`src/rtl/useq_pkg.sv`:
```
package useq_pkg;

  typedef enum logic [1:0] {
    PH_RD1 = 2'd0,
    PH_RD2 = 2'd1,
    PH_EXE = 2'd2,
    PH_WRB = 2'd3
  } phase_e;

  localparam int RF_AW = 5;

  localparam logic [6:0] OPC_LOAD  = 7'b0000011;
  localparam logic [6:0] OPC_STORE = 7'b0100011;
  localparam logic [6:0] OPC_REG   = 7'b0110011;
  localparam logic [6:0] OPC_REGW  = 7'b0111011;

  localparam int NUM_OPS = 8;
  localparam logic [6:0] LEGAL_OPS [NUM_OPS] = '{
    7'b0010011, 7'b0110011, 7'b0000011, 7'b0100011,
    7'b0110111, 7'b0010111, 7'b0011011, 7'b0111011
  };

  localparam int NUM_F7 = 3;
  localparam logic [6:0] LEGAL_F7 [NUM_F7] = '{7'h00, 7'h20, 7'h01};

endpackage

```
`src/rtl/bus_useq_decode.sv`:
```
module bus_useq_decode
  import useq_pkg::*;
#(
  parameter int INSN_W = 32
) (
  input  logic [INSN_W-1:0] ir_i,
  output logic              illegal_o,
  output logic              is_mem_o,
  output logic              writes_rd_o,
  output logic [RF_AW-1:0]  rs1_o,
  output logic [RF_AW-1:0]  rs2_o,
  output logic [RF_AW-1:0]  rd_o
);

  logic [6:0] opc;
  logic [2:0] f3;
  logic [6:0] f7;
  logic [NUM_OPS-1:0] op_hit;
  logic [NUM_F7-1:0]  f7_hit;
  logic op_ok, f7_ok, f3_ok, is_regop;

  assign opc   = ir_i[6:0];
  assign f3    = ir_i[14:12];
  assign f7    = ir_i[31:25];
  assign rd_o  = ir_i[11:7];
  assign rs1_o = ir_i[19:15];
  assign rs2_o = ir_i[24:20];

  for (genvar g = 0; g < NUM_OPS; g++) begin : g_op
    assign op_hit[g] = (opc == LEGAL_OPS[g]);
  end

  for (genvar g = 0; g < NUM_F7; g++) begin : g_f7
    assign f7_hit[g] = (f7 == LEGAL_F7[g]);
  end

  always_comb begin
    op_ok    = |op_hit;
    f7_ok    = |f7_hit;
    is_regop = (opc == OPC_REG) || (opc == OPC_REGW);
    is_mem_o = (opc == OPC_LOAD) || (opc == OPC_STORE);
    f3_ok    = 1'b1;
    if (opc == OPC_LOAD  && f3 == 3'b111) f3_ok = 1'b0;
    if (opc == OPC_STORE && f3[2])        f3_ok = 1'b0;
    illegal_o   = !op_ok || (is_regop && !f7_ok) || !f3_ok;
    writes_rd_o = (opc != OPC_STORE);
  end

endmodule

```
`src/rtl/bus_useq_phase.sv`:
```
module bus_useq_phase
  import useq_pkg::*;
(
  input  logic   clk_i,
  input  logic   rst_ni,
  input  logic   ir_vld_i,
  input  logic   is_mem_i,
  input  logic   illegal_i,
  input  logic   lsu_done_i,
  output phase_e phase_o,
  output logic   lsu_req_o,
  output logic   ex_clk_o,
  output logic   trap_o
);

  phase_e phase_q, phase_d;
  logic   served_q;
  logic   in_exe, mem_wait;

  always_comb begin
    in_exe    = (phase_q == PH_EXE);
    trap_o    = in_exe && ir_vld_i && illegal_i;
    mem_wait  = in_exe && ir_vld_i && !illegal_i && is_mem_i && !served_q;
    lsu_req_o = mem_wait;
    // final execute clock: also carries the high-half fetch
    ex_clk_o  = in_exe && !mem_wait && !trap_o;
    unique case (phase_q)
      PH_RD1:  phase_d = PH_RD2;
      PH_RD2:  phase_d = PH_EXE;
      PH_EXE:  phase_d = trap_o ? PH_RD1 : (mem_wait ? PH_EXE : PH_WRB);
      default: phase_d = PH_RD1;
    endcase
  end

  always_ff @(posedge clk_i or negedge rst_ni) begin
    if (!rst_ni) begin
      phase_q  <= PH_RD1;
      served_q <= 1'b0;
    end else begin
      phase_q <= phase_d;
      if (mem_wait && lsu_done_i) served_q <= 1'b1;
      else if (!mem_wait)         served_q <= 1'b0;
    end
  end

  assign phase_o = phase_q;

endmodule

```
`src/rtl/bus_useq_fetch.sv`:
```
module bus_useq_fetch
  import useq_pkg::*;
#(
  parameter int          AW       = 32,
  parameter int          BUS_W    = 16,
  parameter int          INSN_W   = 32,
  parameter logic [31:0] RESET_PC = 32'h0
) (
  input  logic              clk_i,
  input  logic              rst_ni,
  input  phase_e            phase_i,
  input  logic              ex_clk_i,
  input  logic              trap_i,
  input  logic [AW-1:0]     trap_vec_i,
  input  logic [BUS_W-1:0]  bus_rdata_i,
  output logic              fetch_req_o,
  output logic [AW-1:0]     bus_addr_o,
  output logic [INSN_W-1:0] ir_o,
  output logic              ir_vld_o
);

  localparam int            HALF_BYTES = BUS_W / 8;
  localparam int            INSN_BYTES = INSN_W / 8;
  localparam logic [AW-1:0] ALIGN_MASK = AW'(INSN_BYTES - 1);

  logic [AW-1:0]     pc_q;
  logic [BUS_W-1:0]  lo_q;
  logic [INSN_W-1:0] ir_q;
  logic              vld_q;
  logic              hi_half;

  always_comb begin
    hi_half = (phase_i == PH_EXE) || (phase_i == PH_WRB);
    unique case (phase_i)
      PH_RD1, PH_RD2, PH_WRB: fetch_req_o = 1'b1;
      default:                fetch_req_o = ex_clk_i;
    endcase
    bus_addr_o = pc_q + (hi_half ? AW'(HALF_BYTES) : AW'(0));
  end

  always_ff @(posedge clk_i or negedge rst_ni) begin
    if (!rst_ni) begin
      pc_q  <= AW'(RESET_PC);
      lo_q  <= '0;
      ir_q  <= '0;
      vld_q <= 1'b0;
    end else if (trap_i) begin
      pc_q  <= trap_vec_i & ~ALIGN_MASK;
      vld_q <= 1'b0;
    end else if (phase_i == PH_RD2) begin
      lo_q <= bus_rdata_i;
    end else if (phase_i == PH_WRB) begin
      ir_q  <= {bus_rdata_i, lo_q};
      vld_q <= 1'b1;
      pc_q  <= pc_q + AW'(INSN_BYTES);
    end
  end

  assign ir_o     = ir_q;
  assign ir_vld_o = vld_q;

endmodule

```
`src/rtl/bus_useq.sv`:
```
module bus_useq
  import useq_pkg::*;
#(
  parameter int          AW       = 32,
  parameter int          BUS_W    = 16,
  parameter int          INSN_W   = 32,
  parameter logic [31:0] RESET_PC = 32'h0
) (
  input  logic              clk_i,
  input  logic              rst_ni,
  input  logic [AW-1:0]     trap_vec_i,
  input  logic [BUS_W-1:0]  bus_rdata_i,
  output logic              fetch_req_o,
  output logic [AW-1:0]     bus_addr_o,
  input  logic              lsu_done_i,
  output logic              lsu_req_o,
  output logic [1:0]        phase_o,
  output logic [INSN_W-1:0] ir_o,
  output logic [RF_AW-1:0]  rf_addr_o,
  output logic              rs1_stb_o,
  output logic              rs2_stb_o,
  output logic              ex_stb_o,
  output logic              wb_stb_o,
  output logic              trap_o
);

  phase_e           phase;
  logic             ir_vld, illegal, is_mem, writes_rd, ex_clk, trap;
  logic [RF_AW-1:0] rs1, rs2, rd;

  bus_useq_decode #(.INSN_W(INSN_W)) u_dec (
    .ir_i        (ir_o),
    .illegal_o   (illegal),
    .is_mem_o    (is_mem),
    .writes_rd_o (writes_rd),
    .rs1_o       (rs1),
    .rs2_o       (rs2),
    .rd_o        (rd)
  );

  bus_useq_phase u_phase (
    .clk_i      (clk_i),
    .rst_ni     (rst_ni),
    .ir_vld_i   (ir_vld),
    .is_mem_i   (is_mem),
    .illegal_i  (illegal),
    .lsu_done_i (lsu_done_i),
    .phase_o    (phase),
    .lsu_req_o  (lsu_req_o),
    .ex_clk_o   (ex_clk),
    .trap_o     (trap)
  );

  bus_useq_fetch #(
    .AW(AW), .BUS_W(BUS_W), .INSN_W(INSN_W), .RESET_PC(RESET_PC)
  ) u_fetch (
    .clk_i       (clk_i),
    .rst_ni      (rst_ni),
    .phase_i     (phase),
    .ex_clk_i    (ex_clk),
    .trap_i      (trap),
    .trap_vec_i  (trap_vec_i),
    .bus_rdata_i (bus_rdata_i),
    .fetch_req_o (fetch_req_o),
    .bus_addr_o  (bus_addr_o),
    .ir_o        (ir_o),
    .ir_vld_o    (ir_vld)
  );

  // single register-file port, steered by phase
  always_comb begin
    unique case (phase)
      PH_RD1:  rf_addr_o = rs1;
      PH_RD2:  rf_addr_o = rs2;
      PH_WRB:  rf_addr_o = rd;
      default: rf_addr_o = '0;
    endcase
    rs1_stb_o = ir_vld && (phase == PH_RD1);
    rs2_stb_o = ir_vld && (phase == PH_RD2);
    ex_stb_o  = ir_vld && ex_clk;
    wb_stb_o  = ir_vld && (phase == PH_WRB) && writes_rd && (rd != '0);
  end

  assign trap_o  = trap;
  assign phase_o = phase;

endmodule

```
`config.mk`:
```
export PLATFORM = sky130hd
export DESIGN_NAME = bus_useq
export DESIGN_NICKNAME = d
export VERILOG_FILES = /design/src/rtl/useq_pkg.sv /design/src/rtl/bus_useq_decode.sv /design/src/rtl/bus_useq_phase.sv /design/src/rtl/bus_useq_fetch.sv /design/src/rtl/bus_useq.sv
export SDC_FILE = /design/constraint.sdc
export NUM_CORES = 1
export LEC_CHECK = 0
export ABC_CLOCK_PERIOD_IN_PS = 2100
export BUFFER_PORTS_ARGS = -buffer_cell sky130_fd_sc_hd__buf_4
export CORE_MARGIN = 1.5
export CORE_UTILIZATION = 51
export CTS_CLUSTER_DIAMETER = 200
export DETAILED_ROUTE_END_ITERATION = 7
export HOLD_SLACK_MARGIN = 0.1
export PLACE_DENSITY = 0.77
export SLEW_MARGIN = 10
export SYNTH_ARGS = -nofsm -noshare
export SYNTH_HDL_FRONTEND = slang
export SYNTH_SLANG_ARGS = --single-unit
```
`constraint.sdc`:
```
create_clock -name clk_i -period 2.1 [get_ports clk_i]
set_input_delay 0.315 -clock clk_i [delete_from_list [all_inputs] [get_ports clk_i]]
set_output_delay 0.315 -clock clk_i [all_outputs]
set_load 0.02 [all_outputs]
```
# After elaboration in Yosys (flattened, before gate mapping)
# Cells that the tools add are included.
[word_totals]
regBits = 84
output_inout_bits = 78
[op_classes]
eq_ne = 17
bitwise_logic = 2
muxes = 16
n_addsub = 2
reduce_logical = 39
[op_table]
columns = ["operator", "n"]
rows = [
  ["$mux 32", 3],
  ["$eq 7x6->1 const B", 5],
  ["$add 32x3->32 const B", 1],
  ["$add 32x32->32", 1],
  ["$eq 7x5->1 const B", 3],
  ["$logic_and 1x1->1", 17],
  ["$pmux 5 s3", 1],
  ["$mux 1", 9],
  ["$reduce_or 8->1", 1],
  ["$eq 7x1->1 const B", 1],
  ["$eq 7x2->1 const B", 1],
  ["$logic_not 1->1", 7],
  ["$logic_not 7->1", 1],
  ["$ne 7x6->1 const B", 1],
  ["$pmux 2 s3", 1],
  ["$reduce_or 3->1", 2],
  ["$logic_or 1x1->1", 5],
  ["$reduce_bool 5->1", 1],
  ["$eq 2x2->1 const B", 2],
  ["$mux 2", 2],
  ["$ne 2x2->1 const B", 2],
  ["$reduce_and 2->1", 2],
  ["$eq 3x3->1 const B", 1],
  ["$reduce_and 3->1", 1],
  ["other kinds (4)", 5],
]

# Depth between registers and ports, before layout
# Gate-level depths: netlist of the first run.
[logic_depth]
word_depth = 14
ltp_mapped = 7
depth_no_buf = 6

# Modules after synthesis
# Synthesis of the first run repeated with hierarchy kept, for this count alone.
[hier_totals]
hier_cells = 420
area_unflattened_um2 = 4372.9
[modules_own_cells]
columns = ["module", "area_each_um2", "cells_each", "seq_area_each_um2", "instances"]
rows = [
  ["bus_useq_fetch", 3873.7, 352, 1976.9, 1],
  ["bus_useq_decode", 190.2, 27, 0.0, 1],
  ["bus_useq", 157.7, 25, 0.0, 1],
  ["bus_useq_phase", 151.4, 16, 75.1, 1],
]

# Worst setup path before layout of the first run
# Ideal clock, no wire load.
[synth_path]
path_kind = "register to output"
from = "reg u_fetch.ir_q[4], in the netlist u_fetch.ir_o[4]"
to = "out lsu_req_o"
path_stages_with_launch = 6
path_slack_ns = -0.170
arrival_time_ns = 1.955
cell_sequence = "dfrtp_1 -> inv_1 -> maj3_2 -> nor4_1 -> nand2_1 -> nor3_1"
[synth_via]
elab_chain_cells = 10
elab_cells_between_ends = 24
cone_classes = "8 x eq/ne; 2 x mux; 14 x reduce/logical"
[synth_lines]
columns = ["item", "line_no", "source"]
rows = [
  ["start, declared", "bus_useq_fetch.sv:28", "logic [INSN_W-1:0] ir_q;"],
  ["start signal, assigned", "bus_useq_fetch.sv:53", "ir_q <= {bus_rdata_i, lo_q};"],
  ["$eq 7x2->1", "bus_useq_decode.sv:30, bus_useq_decode.sv:41, bus_useq_decode.sv:43", ""],
  ["$logic_and 1x1->1", "bus_useq_decode.sv:43", "if (opc == OPC_LOAD && f3 == 3'b111) f3_ok = 1'b0;"],
  ["$mux 1", "bus_useq_decode.sv:43", ""],
  ["$mux 1", "bus_useq_decode.sv:44", "if (opc == OPC_STORE && f3[2]) f3_ok = 1'b0;"],
  ["$logic_not 1->1", "bus_useq_decode.sv:45", "illegal_o = !op_ok || (is_regop && !f7_ok) || !f3_ok;"],
  ["$logic_or 1x1->1", "bus_useq_decode.sv:45", ""],
  ["$logic_not 1->1", "bus_useq_phase.sv:23", "mem_wait = in_exe && ir_vld_i && !illegal_i && is_mem_i && !served_q;"],
  ["$logic_and 1x1->1", "bus_useq_phase.sv:23", ""],
  ["$logic_and 1x1->1 (*) (2 in series)", "bus_useq_phase.sv:23", ""],
  ["end, declared", "bus_useq.sv:16", "output logic lsu_req_o,"],
]
# Mark *: on every way between the ends. The rest lies on a longest branch, timed or not.

# Final worst setup path of the first run
[layout_path]
from = "reg u_fetch.ir_q[2], in the netlist u_fetch.ir_o[2]"
to = "out ex_stb_o"
[layout_via]
elab_chain_cells = 14
elab_cells_between_ends = 30
cone_classes = "8 x eq/ne; 2 x mux; 20 x reduce/logical"
[layout_lines]
columns = ["item", "line_no", "source"]
rows = [
  ["$eq 7x2->1", "bus_useq_decode.sv:30, bus_useq_decode.sv:41, bus_useq_decode.sv:43", ""],
  ["$logic_and 1x1->1", "bus_useq_decode.sv:43", ""],
  ["$mux 1", "bus_useq_decode.sv:43", ""],
  ["$mux 1", "bus_useq_decode.sv:44", ""],
  ["$logic_not 1->1", "bus_useq_decode.sv:45", ""],
  ["$logic_or 1x1->1", "bus_useq_decode.sv:45", ""],
  ["$logic_not 1->1", "bus_useq_phase.sv:23", ""],
  ["$logic_and 1x1->1 (3 in series)", "bus_useq_phase.sv:23", ""],
  ["$logic_not 1->1", "bus_useq_phase.sv:26", "ex_clk_o = in_exe && !mem_wait && !trap_o;"],
  ["$logic_and 1x1->1", "bus_useq_phase.sv:26", ""],
  ["$logic_and 1x1->1 (*)", "bus_useq_phase.sv:26", ""],
  ["$logic_and 1x1->1 (*)", "bus_useq.sv:80", "ex_stb_o = ir_vld && ex_clk;"],
  ["end, declared", "bus_useq.sv:22", "output logic ex_stb_o,"],
]
# Marks and branches as above.

==> results.py, run 1 <==
metrics = {
    "worst_setup_path": {
        "crit_type": "flop to output pin",
        "r2r_cells": 7,
        "cp_data_arrival_time_ps": 1960,
        "cp.required_ps": 1780,
        "crit_path_end_kind": "output pin",
        "startpoint_type": "flop",
        "worstPathMaxFanout": 4,
    },
    "timing": {
        "setup_viol": 4,
        "worstMarginPinSlew_ps": 533.7,
        "max_slew_margin_pct": 64.13,
        "fin_tns_setup_ps": -654.2,
        "fin_hold_ws_ps": 161.4,
        "fmax_mhz": 439.5,
        "drv_slew": 0,
        "rsz0062_at_grt": "yes",
        "fin_crit_sh_pct": 108.3,
        "hold_viol_final": 0,
        "fin_crit_ps": 2275,
        "setup_slack_ps": -175.1,
        "skew_ps": 10.77,
    },
    "global_route": {
        "met1_usage_pct": 33.02,
        "top_usage_layer": "met2",
        "antenna_found_initial": 0,
        "use_met2_pct": 41.18,
        "use_met3_pct": 6.260,
        "grt_use_total_pct": 25.35,
        "grt_start_max_net_pins": 83,
        "grt_overflow_total": 0,
        "grt_pass1_vias": 3632,
        "grt_pass1_wl_mm": 17.41,
    },
    "place": {
        "routabilityCongestion": 0.8809,
        "placed_cell_area_um2": 5328,
        "port_buffers": 125,
        "dp.cells": 683,
        "dpl.hpwl_mm": 7.361,
    },
    "run_status": {
        "outcome": "finished, violations left",
        "violations": "setup timing",
    },
    "final_layout": {
        "stdcell_count": 708,
        "area.sequential_um2": 2057,
        "fin_area_um2": 5718,
        "drive_gt1_share_pct": 34.65,
        "fin_nets": 655,
        "area_delta_synth_final_pct": 37.11,
        "multi_input_area_um2": 2042,
        "diodes": 0,
        "fill_cells": 579,
    },
    "flow_run": {
        "drv_cap": 0,
    },
    "synth": {
        "synth.area.top_cells": "dfrtp_1 (49%), nand2_1 (11%), xor2_1 (5.9%), mux2_2 (4.3%), a21oi_1 (3.8%)",
        "netlist_instances": 469,
        "synth_warnings": 0,
        "ys_types": 38,
        "synth.top_cell.area_share_pct": 49.20,
        "ys_top_cells_by_count": "nand2_1 (122), dfrtp_1 (82), nor2_1 (42), a21oi_1 (32)",
        "synth_flop_cell": "dfrtp_1",
        "synth_top_area_cell": "dfrtp_1",
        "yosysMostFrequentCell": "nand2_1",
        "ys_ff_latch": 82,
        "synth-edff-count": 0,
        "avgSynthCellArea_um2": 8.892,
        "synthArstFlopShare_pct": 100.0,
        "seq_area_frac_synth_pct": 49.20,
        "syn-cell-area_um2": 4170,
    },
    "drt": {
        "ant_nets": 0,
        "wl_per_cell_um": 15.06,
        "drc": 0,
        "first_iter_violations": 204,
        "vias": 3762,
        "vias_per_cell": 5.314,
        "drtPass1Iterations": 4,
        "routed_wl_mm": 10.66,
    },
    "clock_network": {
        "cts_buffers": 9,
        "clk-insertion-delay-late_ps": 350,
        "cts.sink_count": 82,
        "cts_root_buf": "clkbuf_8",
        "clockBufferDepth": 2,
        "cts_tree": "yes",
        "htree_levels": 3,
        "clkSlewWorstSetupHoldPaths_ps": 80,
    },
    "floorplanning": {
        "die_h_um": 93.43,
        "initial_core_util_pct": 53.41,
        "num_io_pins": 129,
        "die_width_um": 93.43,
        "row_count": 32,
        "die-area_um2": 8728,
        "core_area_um2": 7807,
    },
    "power": {
        "p_leak_nw": 2.691,
        "powerDensity_nw_per_um2": 1651,
        "ir_worst_vdd_mv": 1.134,
        "fin_total_pwr_mw": 9.443,
    },
    "hold_path": {
        "hp-class": "primary input to flop",
        "min_path_cells": 3,
    },
}
-- stage by stage --
stage	setup WS, ps	utilization [%]
floorplan	-26.19	-
global placement	11.86	68.24
detailed placement	-2.286	68.24
CTS	-233.1	71.73
global route	-261.0	73.24
finish	-175.1	73.24
-- final timing paths --
check	start	to	slack [ps]
worst max register to register	u_fetch.ir_o[2]$_DFFE_PN0P_	u_fetch.pc_q[4]$_DFFE_PN0P_	150
max in group asynchronous	rst_ni	u_phase.phase_o[0]$_DFF_PN0_	1190
worst min-delay path	bus_rdata_i[11]	u_fetch.ir_o[27]$_DFFE_PN0P_	160
worst min register to register	u_fetch.lo_q[1]$_DFFE_PN0P_	u_fetch.ir_o[1]$_DFFE_PN0P_	470
min in group asynchronous	rst_ni	u_fetch.pc_q[10]$_DFFE_PN0P_	500
worst max-delay path	u_fetch.ir_o[2]$_DFFE_PN0P_	ex_stb_o	-180
-- routing by layer --
| layer | vias up | part of all wire [%] |
|---|---|---|
| li1 | 1809 | - |
| met1 | 1810 | 43 |
| met2 | 130 | 49 |
| met3 | 13 | 6.9 |
| met4 | 0 | 1.3 |
| met5 | - | 0 |
-- worst max-delay path: stages (launching register included) --
cell and delay (ps):
dfrtp_1 420, maj3_2 350, nor4_4 370, nand2_2 120, buf_6 140, nor2_4 100, buf_6 120
-- report_power, final --
group / switching (mW) / total, mW / internal, mW
sequential: 0.913 / 3.30 / 2.39
combinational: 2.68 / 5.01 / 2.33
clock: 0.567 / 1.14 / 0.571
total: 4.16 / 9.44 / 5.28
-- layout make-up --
class                      instances  area share, %
sequential                        82          35.97
multi-input combinational        343          35.71
timing repair buffer             161          22.39
clock buffer                      10          2.407
tap                              102          2.232
clock inverter                     5         0.9628
inverter                           5         0.3282
-- logic make-up after synthesis --
logic type / Yosys count / synth area share (%)
buf+inv: 45 / 4.350
fa+ha+maj: 3 / 0.8700
mux: 21 / 5.521
other cells: 1 / 0.08992
simple gates: 226 / 24.30
flops: 82 / 49.20
compound gates: 47 / 6.421
xor+xnor: 44 / 9.241
-- repair_timing --
action / 4_1_cts / 5_1_grt
resized for setup: 11 / 16
setup buffers: 3 / 6
pin swaps: 2 / 5
endpoints found under the hold margin: 82 / 0
setup endpoints to repair: 10 / 12
hold buffers: 1 / 0
-- sequential cells by signal, summed over array words and instances (netlist names) --
register	count
u_phase.phase_o	2
u_fetch.ir_o	32
u_fetch.lo_q	16
u_fetch.ir_vld_o	1
u_fetch.pc_q	30
u_phase.served_q	1
-- layout by cell type, fill, tap and decap left out, types with 5 or more instances in the layout --
master and instances:
a21oi_1 31, buf_4 151, buf_6 5, clkbuf_8 10, dfrtp_1 78, mux2_2 16, mux2i_1 5, nand2_1 121
nand3_1 12, nand4_1 19, nor2_1 41, o21ai_0 8, xnor2_1 16, xor2_1 28
Note: power is estimated with default switching activity, not from simulation.
==> run 2, diff against run 1 <==
- TNS_END_PERCENT: default -> 5
==> results.py, run 2 (synthesis results as in run 1) <==
metrics = {
    "run_status": {
        "outcome": "finished, violations left",
        "violations": "setup timing",
    },
    "power": {
        "power_frac_comb_pct": 52.8,
        "p_leak_nw": 2.676,
        "p_clk_share_pct": 12.2,
        "intPower_mw": 5.222,
        "ir_worst_vdd_mv": 0.9769,
        "seqPwrFrac_pct": 35.0,
        "switchingPower_mw": 4.187,
        "switching_share_pct": 44.50,
        "powerDensity_nw_per_um2": 1656,
    },
    "final_layout": {
        "fill_cells": 601,
        "fin_nets": 655,
        "multi_input_area_um2": 2029,
        "layout_common_cells": "buf_4 (154), nand2_1 (122), dfrtp_1 (80)",
        "final_common_cell": "buf_4",
        "area_delta_synth_final_pct": 36.21,
        "area.sequential_um2": 2054,
        "largest_reg_flops": 32,
        "fin_area_um2": 5680,
        "drive_gt1_share_pct": 34.27,
        "diodes": 0,
    },
    "clock_network": {
        "cts_root_buf": "clkbuf_8",
        "cts_buffers": 9,
        "clkSlewWorstSetupHoldPaths_ps": 90,
        "cts.sink_count": 82,
        "htree_levels": 3,
        "clockBufferDepth": 2,
        "cts_tree": "yes",
        "clk-insertion-delay-late_ps": 360,
    },
    "global_route": {
        "grt_use_total_pct": 26.66,
        "grt_overflow_total": 0,
        "grt_start_max_net_pins": 43,
        "grt_pass1_vias": 3716,
        "antenna_found_initial": 0,
        "grt_pass1_wl_mm": 18.11,
    },
    "floorplanning": {
        "die-area_um2": 8728,
        "die_width_um": 93.43,
        "core_area_um2": 7807,
        "initial_core_util_pct": 53.41,
        "num_io_pins": 129,
        "die_h_um": 93.43,
        "row_count": 32,
    },
    "drt": {
        "vias": 3698,
        "drc": 0,
        "wl_per_cell_um": 15.34,
        "vias_per_cell": 5.216,
        "drtPass1Iterations": 4,
        "ant_nets": 0,
        "routed_wl_mm": 10.88,
        "first_iter_violations": 167,
    },
    "worst_setup_path": {
        "crit_path_end_kind": "output pin",
        "crit_start": "u_fetch.ir_o[5]$_DFFE_PN0P_",
        "cp.required_ps": 1780,
        "cp_data_arrival_time_ps": 1930,
        "crit_type": "flop to output pin",
        "reg2reg_from": "u_fetch.ir_o[5]$_DFFE_PN0P_",
        "worstPathMaxFanout": 5,
        "startpoint_type": "flop",
    },
    "timing": {
        "rsz0062_at_grt": "yes",
        "fin_crit_ps": 2245,
        "setup_viol": 5,
        "worstMarginPinSlew_ps": 503.7,
        "skew_ps": 14.47,
        "drv_slew": 0,
        "hold_viol_final": 0,
        "fin_tns_setup_ps": -588.8,
        "max_slew_margin_pct": 66.14,
        "fin_crit_sh_pct": 106.9,
        "fmax_mhz": 445.3,
        "setup_slack_ps": -145.5,
    },
    "hold_path": {
        "hp-start": "bus_rdata_i[1]",
        "hp-class": "primary input to flop",
    },
    "place": {
        "placed_cell_area_um2": 5303,
        "dpl.hpwl_mm": 7.750,
        "routabilityCongestion": 0.8948,
        "port_buffers": 125,
    },
    "flow_run": {
        "drv_cap": 0,
    },
}
==> run 2: changes by cell type in the layout (fill, tap and decap cells not counted), moves of 2 or more <==
cell / delta
buf_12: -2
buf_6: -2
dfrtp_1: +2
clkinv_4: +2
buf_4: +3
dfrtp_2: -2
==> run 2: final timing paths <==
kind / slack [ps] / endpoint / depth (start not counted)
worst min-delay path: 160 / u_fetch.ir_o[17]$_DFFE_PN0P_ / 3
max in group asynchronous: 1130 / u_fetch.pc_q[17]$_DFFE_PN0P_ / 3
worst max-delay path: -150 / ex_stb_o / 7
min in group asynchronous: 360 / u_fetch.pc_q[22]$_DFFE_PN0P_ / 2
worst min register to register: 470 / u_fetch.ir_o[1]$_DFFE_PN0P_ / 2
worst max register to register: -10 / u_phase.phase_o[0]$_DFF_PN0_ / 11
==> run 2: critical path, cell delays in order, from the launching register on <==
cell     delay, ps
dfrtp_2        460
a21oi_2        160
nor4b_4         70
buf_4          140
nor4_4         280
nand2_1        130
nor2_1         150
buf_4          160
==> run 2: timing repair <==
action / CTS / global route
hold buffers: 1 / 0
hold endpoints to repair: 16 / 0
resized for setup: 17 / 6
endpoints found under the setup margin: 4 / 36
buffers inserted: 9 / 0
pin swaps: 7 / 4
==> run 2: power by group through the flow <==
| stage | Combinational [mW] | Clock (mW) | Sequential (mW) |
|---|---|---|---|
| after global placement | 4.66 | 0 | 3.22 |
| after CTS | 4.96 | 1.17 | 3.28 |
| after floorplan | 2.69 | 0 | 3.37 |
| after detailed placement | 4.77 | 0 | 3.28 |
| after global routing | 5.42 | 1.25 | 3.41 |
| final | 4.97 | 1.14 | 3.29 |
==> run 2: through the flow <==
step / setup slack, ps / util [%] / total power, mW / hold slack, ps / instances
after CTS: -162.9 / 72.53 / 9.416 / 142.0 / 709
after floorplan: -26.19 / - / 6.065 / 19.41 / 470
final: -145.5 / 72.76 / 9.409 / 156.5 / 709
after global routing: -271.7 / 72.76 / 10.08 / 152.6 / 709
after global placement: -10.57 / 67.92 / 7.879 / 207.9 / 683
after detailed placement: 7.920 / 67.92 / 8.042 / 209.7 / 683
==> run 2: layout make-up <==
cell class	count	share of cell area, %
Clock inverter	6	1.189
Multi-Input combinational cell	343	35.73
Timing Repair Buffer	161	22.09
Clock buffer	10	2.247
Tap cell	102	2.247
Sequential cell	82	36.17
Inverter	5	0.3304
==> run 2: routing by layer <==
| layer | part of all wire [%] | vias up | GRT usage (%) |
|---|---|---|---|
| li1 | - | 1800 | - |
| met1 | 42 | 1762 | 34.39 |
| met2 | 50 | 125 | 43.66 |
| met3 | 7.3 | 11 | 7.398 |
| met4 | 1.1 | 0 | 7.828 |
| met5 | 0 | - | 0 |
